==> config.mk <==
export PLATFORM = sky130hd
export DESIGN_NAME = gpio_edge_irq
export DESIGN_NICKNAME = d
export VERILOG_FILES = /design/src/rtl/gei_pkg.sv /design/src/rtl/gei_sync.sv /design/src/rtl/gei_regs.sv /design/src/rtl/gei_cause.sv /design/src/rtl/gpio_edge_irq.sv
export SDC_FILE = /design/constraint.sdc
export NUM_CORES = 1
export LEC_CHECK = 0
export BUFFER_PORTS_ARGS = -buffer_cell sky130_fd_sc_hd__buf_2
export CAP_MARGIN = 30
export CORE_ASPECT_RATIO = 1.4
export CORE_MARGIN = 4
export CORE_UTILIZATION = 52
export DETAILED_ROUTE_END_ITERATION = 6
export GPL_TIMING_DRIVEN = 0
export PLACE_DENSITY = 0.83
export SKIP_CTS_REPAIR_TIMING = 1
export SYNTH_ARGS = -nofsm -noshare
export SYNTH_HDL_FRONTEND = slang
export SYNTH_SLANG_ARGS = --single-unit
==> constraint.sdc <==
create_clock -name clk_i -period 5.3 [get_ports clk_i]
set_clock_uncertainty 0.2 [all_clocks]
set_input_delay 0.53 -clock clk_i [delete_from_list [all_inputs] [get_ports clk_i]]
set_output_delay 0.53 -clock clk_i [all_outputs]
set_load 0.01 [all_outputs]
==> src/rtl/gei_pkg.sv <==
package gei_pkg;
  localparam int unsigned DATA_W = 32;
  localparam int unsigned ADDR_W = 8;

  localparam logic [ADDR_W-1:0] OFS_RISE = 8'h44;
  localparam logic [ADDR_W-1:0] OFS_FALL = 8'h48;
  localparam logic [ADDR_W-1:0] OFS_PEND = 8'h80;
  localparam logic [ADDR_W-1:0] OFS_MASK = 8'h94;
  localparam logic [ADDR_W-1:0] OFS_CLR  = 8'h98;

  typedef enum logic [2:0] {
    SEL_NONE,
    SEL_RISE,
    SEL_FALL,
    SEL_PEND,
    SEL_MASK,
    SEL_CLR
  } reg_sel_e;

  function automatic reg_sel_e decode_ofs(input logic [ADDR_W-1:0] a);
    case (a)
      OFS_RISE: decode_ofs = SEL_RISE;
      OFS_FALL: decode_ofs = SEL_FALL;
      OFS_PEND: decode_ofs = SEL_PEND;
      OFS_MASK: decode_ofs = SEL_MASK;
      OFS_CLR:  decode_ofs = SEL_CLR;
      default:  decode_ofs = SEL_NONE;
    endcase
  endfunction
endpackage

==> src/rtl/gei_sync.sv <==
module gei_sync #(
  parameter int unsigned NPINS  = 32,
  parameter int unsigned STAGES = 2
) (
  input  logic             clk_i,
  input  logic             rst_ni,
  input  logic [NPINS-1:0] pin_i,
  output logic [NPINS-1:0] cur_o,
  output logic [NPINS-1:0] prev_o
);
  localparam int unsigned DEPTH = STAGES + 1;

  for (genvar p = 0; p < NPINS; p++) begin : g_pin
    logic [DEPTH-1:0] chain_q;
    always_ff @(posedge clk_i or negedge rst_ni) begin
      if (!rst_ni) chain_q <= '0;
      else         chain_q <= {chain_q[DEPTH-2:0], pin_i[p]};
    end
    assign cur_o[p]  = chain_q[DEPTH-2];
    assign prev_o[p] = chain_q[DEPTH-1];
  end

  // the delayed copy follows the synchronised value one cycle later
  a_r10_prev_follows: assert property (@(posedge clk_i) disable iff (!rst_ni)
    1'b1 |=> (prev_o == $past(cur_o)));
endmodule

==> src/rtl/gei_regs.sv <==
module gei_regs
  import gei_pkg::*;
#(
  parameter int unsigned NPINS = 32
) (
  input  logic              clk_i,
  input  logic              rst_ni,
  input  logic              wr_en_i,
  input  logic [ADDR_W-1:0] addr_i,
  input  logic [DATA_W-1:0] wdata_i,
  input  logic [NPINS-1:0]  cause_i,
  output logic [NPINS-1:0]  rise_en_o,
  output logic [NPINS-1:0]  fall_en_o,
  output logic [NPINS-1:0]  mask_o,
  output logic [NPINS-1:0]  clr_o,
  output logic [DATA_W-1:0] rdata_o
);
  reg_sel_e         sel;
  logic [NPINS-1:0] wbits;
  logic [NPINS-1:0] pend;

  assign sel   = decode_ofs(addr_i);
  assign wbits = wdata_i[NPINS-1:0];
  assign pend  = cause_i & mask_o;
  assign clr_o = (wr_en_i && sel == SEL_CLR) ? wbits : '0;

  always_ff @(posedge clk_i or negedge rst_ni) begin
    if (!rst_ni) begin
      rise_en_o <= '0;
      fall_en_o <= '0;
      mask_o    <= '0;
    end else if (wr_en_i) begin
      if (sel == SEL_RISE) rise_en_o <= wbits;
      if (sel == SEL_FALL) fall_en_o <= wbits;
      if (sel == SEL_MASK) mask_o    <= wbits;
    end
  end

  always_comb begin
    case (sel)
      SEL_RISE: rdata_o = DATA_W'(rise_en_o);
      SEL_FALL: rdata_o = DATA_W'(fall_en_o);
      SEL_PEND: rdata_o = DATA_W'(pend);
      SEL_MASK: rdata_o = DATA_W'(mask_o);
      default:  rdata_o = '0;
    endcase
  end

  a_r11_unmapped_write: assert property (@(posedge clk_i) disable iff (!rst_ni)
    (wr_en_i && sel == SEL_NONE) |=> ($stable(rise_en_o) && $stable(fall_en_o) && $stable(mask_o)));

  a_r11_clr_reads_zero: assert property (@(posedge clk_i) disable iff (!rst_ni)
    (sel == SEL_CLR || sel == SEL_NONE) |-> (rdata_o == '0));
endmodule

==> src/rtl/gei_cause.sv <==
module gei_cause #(
  parameter int unsigned NPINS = 32
) (
  input  logic             clk_i,
  input  logic             rst_ni,
  input  logic [NPINS-1:0] cur_i,
  input  logic [NPINS-1:0] prev_i,
  input  logic [NPINS-1:0] rise_en_i,
  input  logic [NPINS-1:0] fall_en_i,
  input  logic [NPINS-1:0] clr_i,
  output logic [NPINS-1:0] set_o,
  output logic [NPINS-1:0] cause_o
);
  function automatic logic [NPINS-1:0] edge_hits(
    input logic [NPINS-1:0] cur, input logic [NPINS-1:0] prev,
    input logic [NPINS-1:0] ren, input logic [NPINS-1:0] fen);
    edge_hits = (cur & ~prev & ren) | (~cur & prev & fen);
  endfunction

  function automatic logic [NPINS-1:0] cause_next(
    input logic [NPINS-1:0] held, input logic [NPINS-1:0] clr,
    input logic [NPINS-1:0] hits);
    cause_next = (held & ~clr) | hits;  // a fresh hit overrides a clear
  endfunction

  assign set_o = edge_hits(cur_i, prev_i, rise_en_i, fall_en_i);

  always_ff @(posedge clk_i or negedge rst_ni) begin
    if (!rst_ni) cause_o <= '0;
    else         cause_o <= cause_next(cause_o, clr_i, set_o);
  end

  a_r9_edge_wins: assert property (@(posedge clk_i) disable iff (!rst_ni)
    1'b1 |=> (($past(set_o) & ~cause_o) == '0));

  a_r8_sticky: assert property (@(posedge clk_i) disable iff (!rst_ni)
    1'b1 |=> (($past(cause_o) & ~$past(clr_i) & ~cause_o) == '0));

  a_r5_no_spurious_set: assert property (@(posedge clk_i) disable iff (!rst_ni)
    1'b1 |=> ((cause_o & ~$past(cause_o) & ~$past(set_o)) == '0));

  a_r2_r3_direction: assert property (@(posedge clk_i) disable iff (!rst_ni)
    ((set_o & ~rise_en_i & ~fall_en_i) == '0) && ((set_o & (cur_i ^ ~prev_i)) == '0));
endmodule

==> src/rtl/gpio_edge_irq.sv <==
module gpio_edge_irq
  import gei_pkg::*;
#(
  parameter int unsigned NPINS       = 32,
  parameter int unsigned SYNC_STAGES = 2
) (
  input  logic              clk_i,
  input  logic              rst_ni,
  input  logic [NPINS-1:0]  pin_i,
  input  logic              wr_en_i,
  input  logic [ADDR_W-1:0] addr_i,
  input  logic [DATA_W-1:0] wdata_i,
  output logic [DATA_W-1:0] rdata_o,
  output logic              irq_o
);
  logic [NPINS-1:0] pin_cur, pin_prev;
  logic [NPINS-1:0] rise_en, fall_en, mask, clr_vec;
  logic [NPINS-1:0] set_vec, cause_q;

  gei_sync #(.NPINS(NPINS), .STAGES(SYNC_STAGES)) u_sync (
    .clk_i  (clk_i),
    .rst_ni (rst_ni),
    .pin_i  (pin_i),
    .cur_o  (pin_cur),
    .prev_o (pin_prev)
  );

  gei_regs #(.NPINS(NPINS)) u_regs (
    .clk_i     (clk_i),
    .rst_ni    (rst_ni),
    .wr_en_i   (wr_en_i),
    .addr_i    (addr_i),
    .wdata_i   (wdata_i),
    .cause_i   (cause_q),
    .rise_en_o (rise_en),
    .fall_en_o (fall_en),
    .mask_o    (mask),
    .clr_o     (clr_vec),
    .rdata_o   (rdata_o)
  );

  gei_cause #(.NPINS(NPINS)) u_cause (
    .clk_i     (clk_i),
    .rst_ni    (rst_ni),
    .cur_i     (pin_cur),
    .prev_i    (pin_prev),
    .rise_en_i (rise_en),
    .fall_en_i (fall_en),
    .clr_i     (clr_vec),
    .set_o     (set_vec),
    .cause_o   (cause_q)
  );

  assign irq_o = |(cause_q & mask);

  a_r7_mask_silences: assert property (@(posedge clk_i) disable iff (!rst_ni)
    (mask == '0) |-> !irq_o);

  a_r10_irq_rise_cause: assert property (@(posedge clk_i) disable iff (!rst_ni)
    $rose(irq_o) |-> ((|$past(set_vec)) || ($past(mask) != mask)));

  a_r6_irq_fall_cause: assert property (@(posedge clk_i) disable iff (!rst_ni)
    $fell(irq_o) |-> ((|$past(clr_vec)) || ($past(mask) != mask)));
endmodule

==> metrics.md, run 1 <==
| Metric | Value |
|---|---|
| IO Port Bufs | `106` |
| Starting Density | `0.536` |
| Final WL | `22700 µm` |
| Tcrit/Tclk final | `0.673` |
| Post-place setup slack | `1.81 ns` |
| Slew of the pin with the lowest slew margin | `0.737 ns` |
| Setup TNS | `0 ns` |
| Leak pwr | `4.69 nW` |
| Multi-input gate area | `2990 µm²` |
| Most used cell, CP | `buf_2` |
| WP buf/inv | `4` |
| CP arrival | `2.84 ns` |
| Unique masters post-synth | `25` |
| Sink Count | `224` |
| Largest net degree at the start of global routing | `92` |
| Crit path required time | `4.57 ns` |
| Drt wl/cell | `22.0 µm` |
| Avg Synthesized Cell Area | `13.5 µm²` |
| Power Density | `343 nW/µm²` |
| Die height | `161 µm` |
| Root Buffer | `clkbuf_16` |
| HP Class | `in -> reg` |
| Initial antenna violation count | `4` |
| Crit path cell chain | `buf_2 -> nor4b_4 -> and2_1 -> buf_2 -> buf_1 -> a32oi_1 -> o21ai_0 -> buf_2` |
| Rows | `55` |
| # DRC | `0` |
| Die Wd | `118 µm` |
| Via count | `6503` |
| Total GRT Usage | `0.230` |
| Die area | `19000 µm²` |
| Clock buffer depth | `3` |
| Pins Over Slew Limit | `0` |
| Final Power | `0.00366 W` |
| Normalized max-slew margin | `0.509` |
| GR Overflow Total | `0` |
| # nets final | `887` |
| Max_cap viols | `0` |
| Area grow syn2layout | `22.0%` |
| Critical path launch point type | `input port` |
| CP max-delay cell | `nor4b_4` |
| Unrepaired setup endpoints after global routing | `false` |
| First-pass detailed-route iteration total | `7` |
| Min Tclk post-route | `3.57 ns` |
| Achievable clock frequency | `0.280 GHz` |
| R2R setup slack | `4.23 ns` |
| Synth Register Bits | `224` |
| Dpl cells | `954` |
| CTS H-tree lvls | `1` |
| I/O Pins | `108` |
| CTS tree | `built` |
| Non-Filler Instances | `1032` |
| Syn Nets | `722` |
| Final setup vio count | `0` |
| Routability cong. | `0.866` |
| PnR worst setup slack | `1.73 ns` |
| Antenna-violating nets left | `0` |
| Crit Path Class | `in -> out` |
| Number of global-route vias before repair | `6745` |
| Seq/Total Area, Yosys | `0.642` |
| CP peak stage delay | `0.64 ns` |
| Synth Instances | `647` |
| Mapped Area | `8740 µm²` |
| Sequential cell area | `5610 µm²` |
| Fill count | `1177` |
| Final hold violations | `0` |
| CP endpoint kind | `output port` |
| Latest clock arrival within the worst-skew pair | `0.51 ns` |
| Share of post-route cells with drive strength above 1 | `0.263` |
| Clk slew on worst S/H paths | `0.06 ns` |
| Crit-path leading delay family | `buffers and inverters` |
| Synth Warn # | `0` |
| Core box area | `16300 µm²` |
| Initial DRC count | `615` |
| Status | `finished clean` |
| Worst VDD drop | `0.260 mV` |
| Num CTS Buffers | `22` |
| Utilization after layout | `0.653` |
| DR vias/cell | `6.30` |
| CP max FO | `10` |
| First-pass GRT wire length | `35200 µm` |
| HPWL after DPL | `14600 µm` |
==> kinds of logic (layout without fill, tap and decap cells) <==
logic type | Yosys count | in the layout | synth area share
AOI/OAI and AO/OA | 177 | 177 | 0.141
buffers and inverters | 36 | 217 | 0.0166
DFF | 224 | 224 | 0.642
muxes | 96 | 96 | 0.124
other | 0 | 5 | 0
and+or+nand+nor | 114 | 114 | 0.0775
==> power breakdown <==
group	internal, W	switching [W]	total [W]	leakage (nW)
logic	0.0000963	0.000116	0.000213	1.60
clock network	0.000933	0.000650	0.00158	0.369
registers	0.00179	0.0000660	0.00186	2.73
==> sequential cells by signal, summed over array words and instances, names as in the netlist <==
| register | flops |
|---|---|
| u_cause.cause_o | 32 |
| u_regs.fall_en_o | 32 |
| u_regs.mask_o | 32 |
| u_regs.rise_en_o | 32 |
| u_sync.g_pin.chain_q | 96 |
==> per-stage QoR <==
step / area (µm²) / hold slack, ns
after floorplan: 8740 / 0.0344
after global placement: 9520 / 0.131
after detailed placement: 9580 / 0.135
after CTS: 10300 / -0.244
after global routing: 10700 / 0.0933
final: 10700 / 0.0857
==> placed cells by master, fill, tap and decap left out, types with 4 or more instances in the layout <==
cell type,count
o21ai_0,61
clkbuf_1,30
dfrtp_1,224
nand3b_1,32
mux2_1,34
o211ai_1,32
a32oi_1,29
a22o_1,10
diode_2,5
mux2_2,62
nand2_1,33
nand3_1,38
buf_2,113
a221oi_1,4
a22oi_1,37
clkinv_2,8
dlygate4sd3_1,33
clkbuf_16,23
==> worst paths after layout <==
check | startpoint | to | cells after the start
setup / recovery | addr_i[5] | rdata_o[28] | 8
hold / removal | wdata_i[3] | u_regs.fall_en_o[3]$_DFFE_PN0P_ | 2
setup reg to reg | u_regs.fall_en_o[19]$_DFFE_PN0P_ | u_regs.fall_en_o[19]$_DFFE_PN0P_ | 1
hold reg to reg | u_sync.g_pin[23].chain_q[0]$_DFF_PN0_ | u_sync.g_pin[23].chain_q[1]$_DFF_PN0_ | 0
max in group asynchronous | rst_ni | u_cause.cause_o[26]$_DFF_PN0_ | 3
min in group asynchronous | rst_ni | u_sync.g_pin[19].chain_q[0]$_DFF_PN0_ | 2
==> layer usage <==
layer  track usage  up-vias  share of wire
met1         0.277     3275           0.37
met5             0        -              0
li1              -     2792              -
met3        0.0420       82          0.070
met4         0.133        0          0.044
met2         0.391      354           0.51
==> layout make-up <==
class                   count  area share
diodes                      5     0.00117
plain buffers              36      0.0136
clock buffers              30      0.0593
clock inverters            10     0.00939
multi-input cells         387       0.280
flip-flops and latches    224       0.526
well taps                 199      0.0234
repair buffers            141      0.0869
==> synth_stat cells, drive strengths merged <==
library cell,number,share of area
a221oi,4,0.0040
a22oi,37,0.032
nand2,33,0.014
o211ai,32,0.027
o21ai,61,0.035
dfrtp,224,0.64
nor4b,3,0.0072
nand3b,32,0.027
and2,2,0.0014
buf,10,0.0054
a32oi,29,0.029
or4,1,0.00086
a21oi,1,0.00057
mux2,96,0.12
clkbuf,26,0.011
nor3,2,0.0011
a21o,3,0.0026
nor4bb,1,0.0011
nand3,38,0.022
or4b,1,0.0011
a22o,10,0.010
and4b,1,0.0011
Power figures use the tool's default switching activity.
==> run 2, diff against run 1 <==
Settings changed: PLACE_DENSITY 0.83 to 0.86.
Clock period 5.3 ns to 3 ns, I/O delays scaled along.
==> run 2 against run 1 <==
  * Core utilization up 1.5 points
  * Critical endpoint is now irq_o
  * Worst hold slack better by 0.040 ns
  * Final area up 2.2%
  * Die area unchanged
  * Clock power up 68%
  * Largest cell class unchanged
  * Cell count up 2.1%
  * Non-clock buffer count up 30
==> metrics.md, run 2 (synthesis gave the netlist of run 1 again) <==
| Metric | Value |
|---|---|
| Status | `finished clean` |
| CP arrival | `2.42 ns` |
| GR Overflow Total | `0` |
| HPWL after DPL | `14200 µm` |
| Die area | `19000 µm²` |
| Drt wl/cell | `21.1 µm` |
| Multi-input gate area | `2990 µm²` |
| Latest clock arrival within the worst-skew pair | `0.50 ns` |
| # nets final | `917` |
| First-pass GRT wire length | `34400 µm` |
| Final hold violations | `0` |
| Normalized max-slew margin | `0.503` |
| Final WL | `22300 µm` |
| First-pass detailed-route iteration total | `5` |
| Die height | `161 µm` |
| Total GRT Usage | `0.225` |
| Clock buffer depth | `3` |
| Max reg flops | `96` |
| Root Buffer | `clkbuf_16` |
| HP Class | `in -> reg` |
| Final setup vio count | `0` |
| Crit Path Class | `reg -> out` |
| Num CTS Buffers | `22` |
| Number of global-route vias before repair | `6659` |
| Switching pwr | `0.00142 W` |
| Initial DRC count | `671` |
| Hold_ws | `0.126 ns` |
| CP endpoint kind | `output port` |
| R2R setup slack | `1.95 ns` |
| Sw Ratio | `0.224` |
| Clk pwr share | `0.419` |
| # DRC | `0` |
| Core box area | `16300 µm²` |
| Largest net degree at the start of global routing | `128` |
| Unrepaired setup endpoints after global routing | `false` |
| Share of post-route cells with drive strength above 1 | `0.249` |
| Sequential Power Share | `0.518` |
| IO Port Bufs | `106` |
| Area grow syn2layout | `24.7%` |
| Leak pwr | `4.79 nW` |
| Via count | `6519` |
| I/O Pins | `108` |
| CTS tree | `built` |
| Commonest cells after routing, fill and taps aside | `dfrtp_1, buf_2, dlygate4sd3_1` |
| Routability cong. | `0.845` |
| Power Density | `583 nW/µm²` |
| Grt peak-use layer | `met2` |
| Largest register by flop count | `u_sync.g_pin.chain_q` |
| Critical path launch point type | `flip-flop` |
| Final non-filler cell area | `10900 µm²` |
| Pins Over Slew Limit | `0` |
| Met2 Usage GRT | `0.389` |
| Antenna-violating nets left | `0` |
| GR Util met3 | `0.0389` |
| Post-DP Area | `9550 µm²` |
| Die Wd | `118 µm` |
| Fill count | `1155` |
| Sequential cell area | `5610 µm²` |
| Crit path required time | `2.50 ns` |
| Rows | `55` |
| Sink Count | `224` |
| Initial antenna violation count | `0` |
| DR vias/cell | `6.19` |
| Achievable clock frequency | `0.342 GHz` |
| CP max FO | `4` |
| Internal power | `0.00492 W` |
| Worst VDD drop | `0.411 mV` |
| Tcrit/Tclk final | `0.974` |
| Clk slew on worst S/H paths | `0.06 ns` |
| Ant diodes | `0` |
| Starting Density | `0.536` |
| Max_cap viols | `0` |
| Global routing usage on met1 | `0.280` |
| Slew of the pin with the lowest slew margin | `0.746 ns` |
| Min Tclk post-route | `2.92 ns` |
| Gate power share | `0.063` |
| Commonest non-fill, non-tap cell in the layout | `dfrtp_1` |
| CTS H-tree lvls | `1` |
-- run 2: worst paths after layout --
path | start | end | cells after the start
max in group asynchronous | rst_ni | u_regs.fall_en_o[31]$_DFFE_PN0P_ | 3
worst max register to register | u_regs.mask_o[19]$_DFFE_PN0P_ | u_regs.mask_o[19]$_DFFE_PN0P_ | 1
worst min-delay path | wr_en_i | u_cause.cause_o[0]$_DFF_PN0_ | 4
worst min register to register | u_sync.g_pin[14].chain_q[0]$_DFF_PN0_ | u_sync.g_pin[14].chain_q[1]$_DFF_PN0_ | 0
worst max-delay path | u_regs.mask_o[9]$_DFFE_PN0P_ | irq_o | 5
min in group asynchronous | rst_ni | u_sync.g_pin[19].chain_q[0]$_DFF_PN0_ | 2
-- run 2: critical path, cell delays in order, from the launching register on --
cell      delay [ns]
dfrtp_1         0.41
a22o_1          0.26
a221oi_1        0.36
nand3_1         0.23
or4_1           0.50
buf_2           0.17
-- run 2: layer usage --
metal	vias to the layer above	wire length, µm
li1	2847	-
met1	3292	8580
met2	305	11400
met3	75	1400
met4	0	871
met5	-	0
-- run 2: power groups by stage --
stage	registers [W]	clock network, W	logic [W]
after floorplan	0.00330	0	0.000146
after global placement	0.00333	0	0.000314
after detailed placement	0.00333	0	0.000333
after CTS	0.00328	0.00270	0.000336
after global routing	0.00330	0.00283	0.000445
final	0.00329	0.00266	0.000403
-- run 2: through the flow --
step | total power [W] | setup WS (ns) | cells | TNS, ns | util
after floorplan | 0.00344 | 0.864 | 647 | 0 | -
after global placement | 0.00364 | -2.30 | 952 | -508.60 | 0.583
after detailed placement | 0.00367 | 0.00529 | 953 | 0 | 0.586
after CTS | 0.00632 | -0.0269 | 990 | -0.0451 | 0.628
after global routing | 0.00658 | 0.0182 | 1054 | 0 | 0.668
final | 0.00635 | 0.0782 | 1054 | 0 | 0.668
-- run 2: layout make-up --
class                           count  share of cell area
Buffer                             35              0.0130
Clock buffer                       31              0.0583
Clock inverter                      6             0.00540
Multi-Input combinational cell    387               0.274
Sequential cell                   224               0.515
Tap cell                          199              0.0229
Timing Repair Buffer              172               0.112
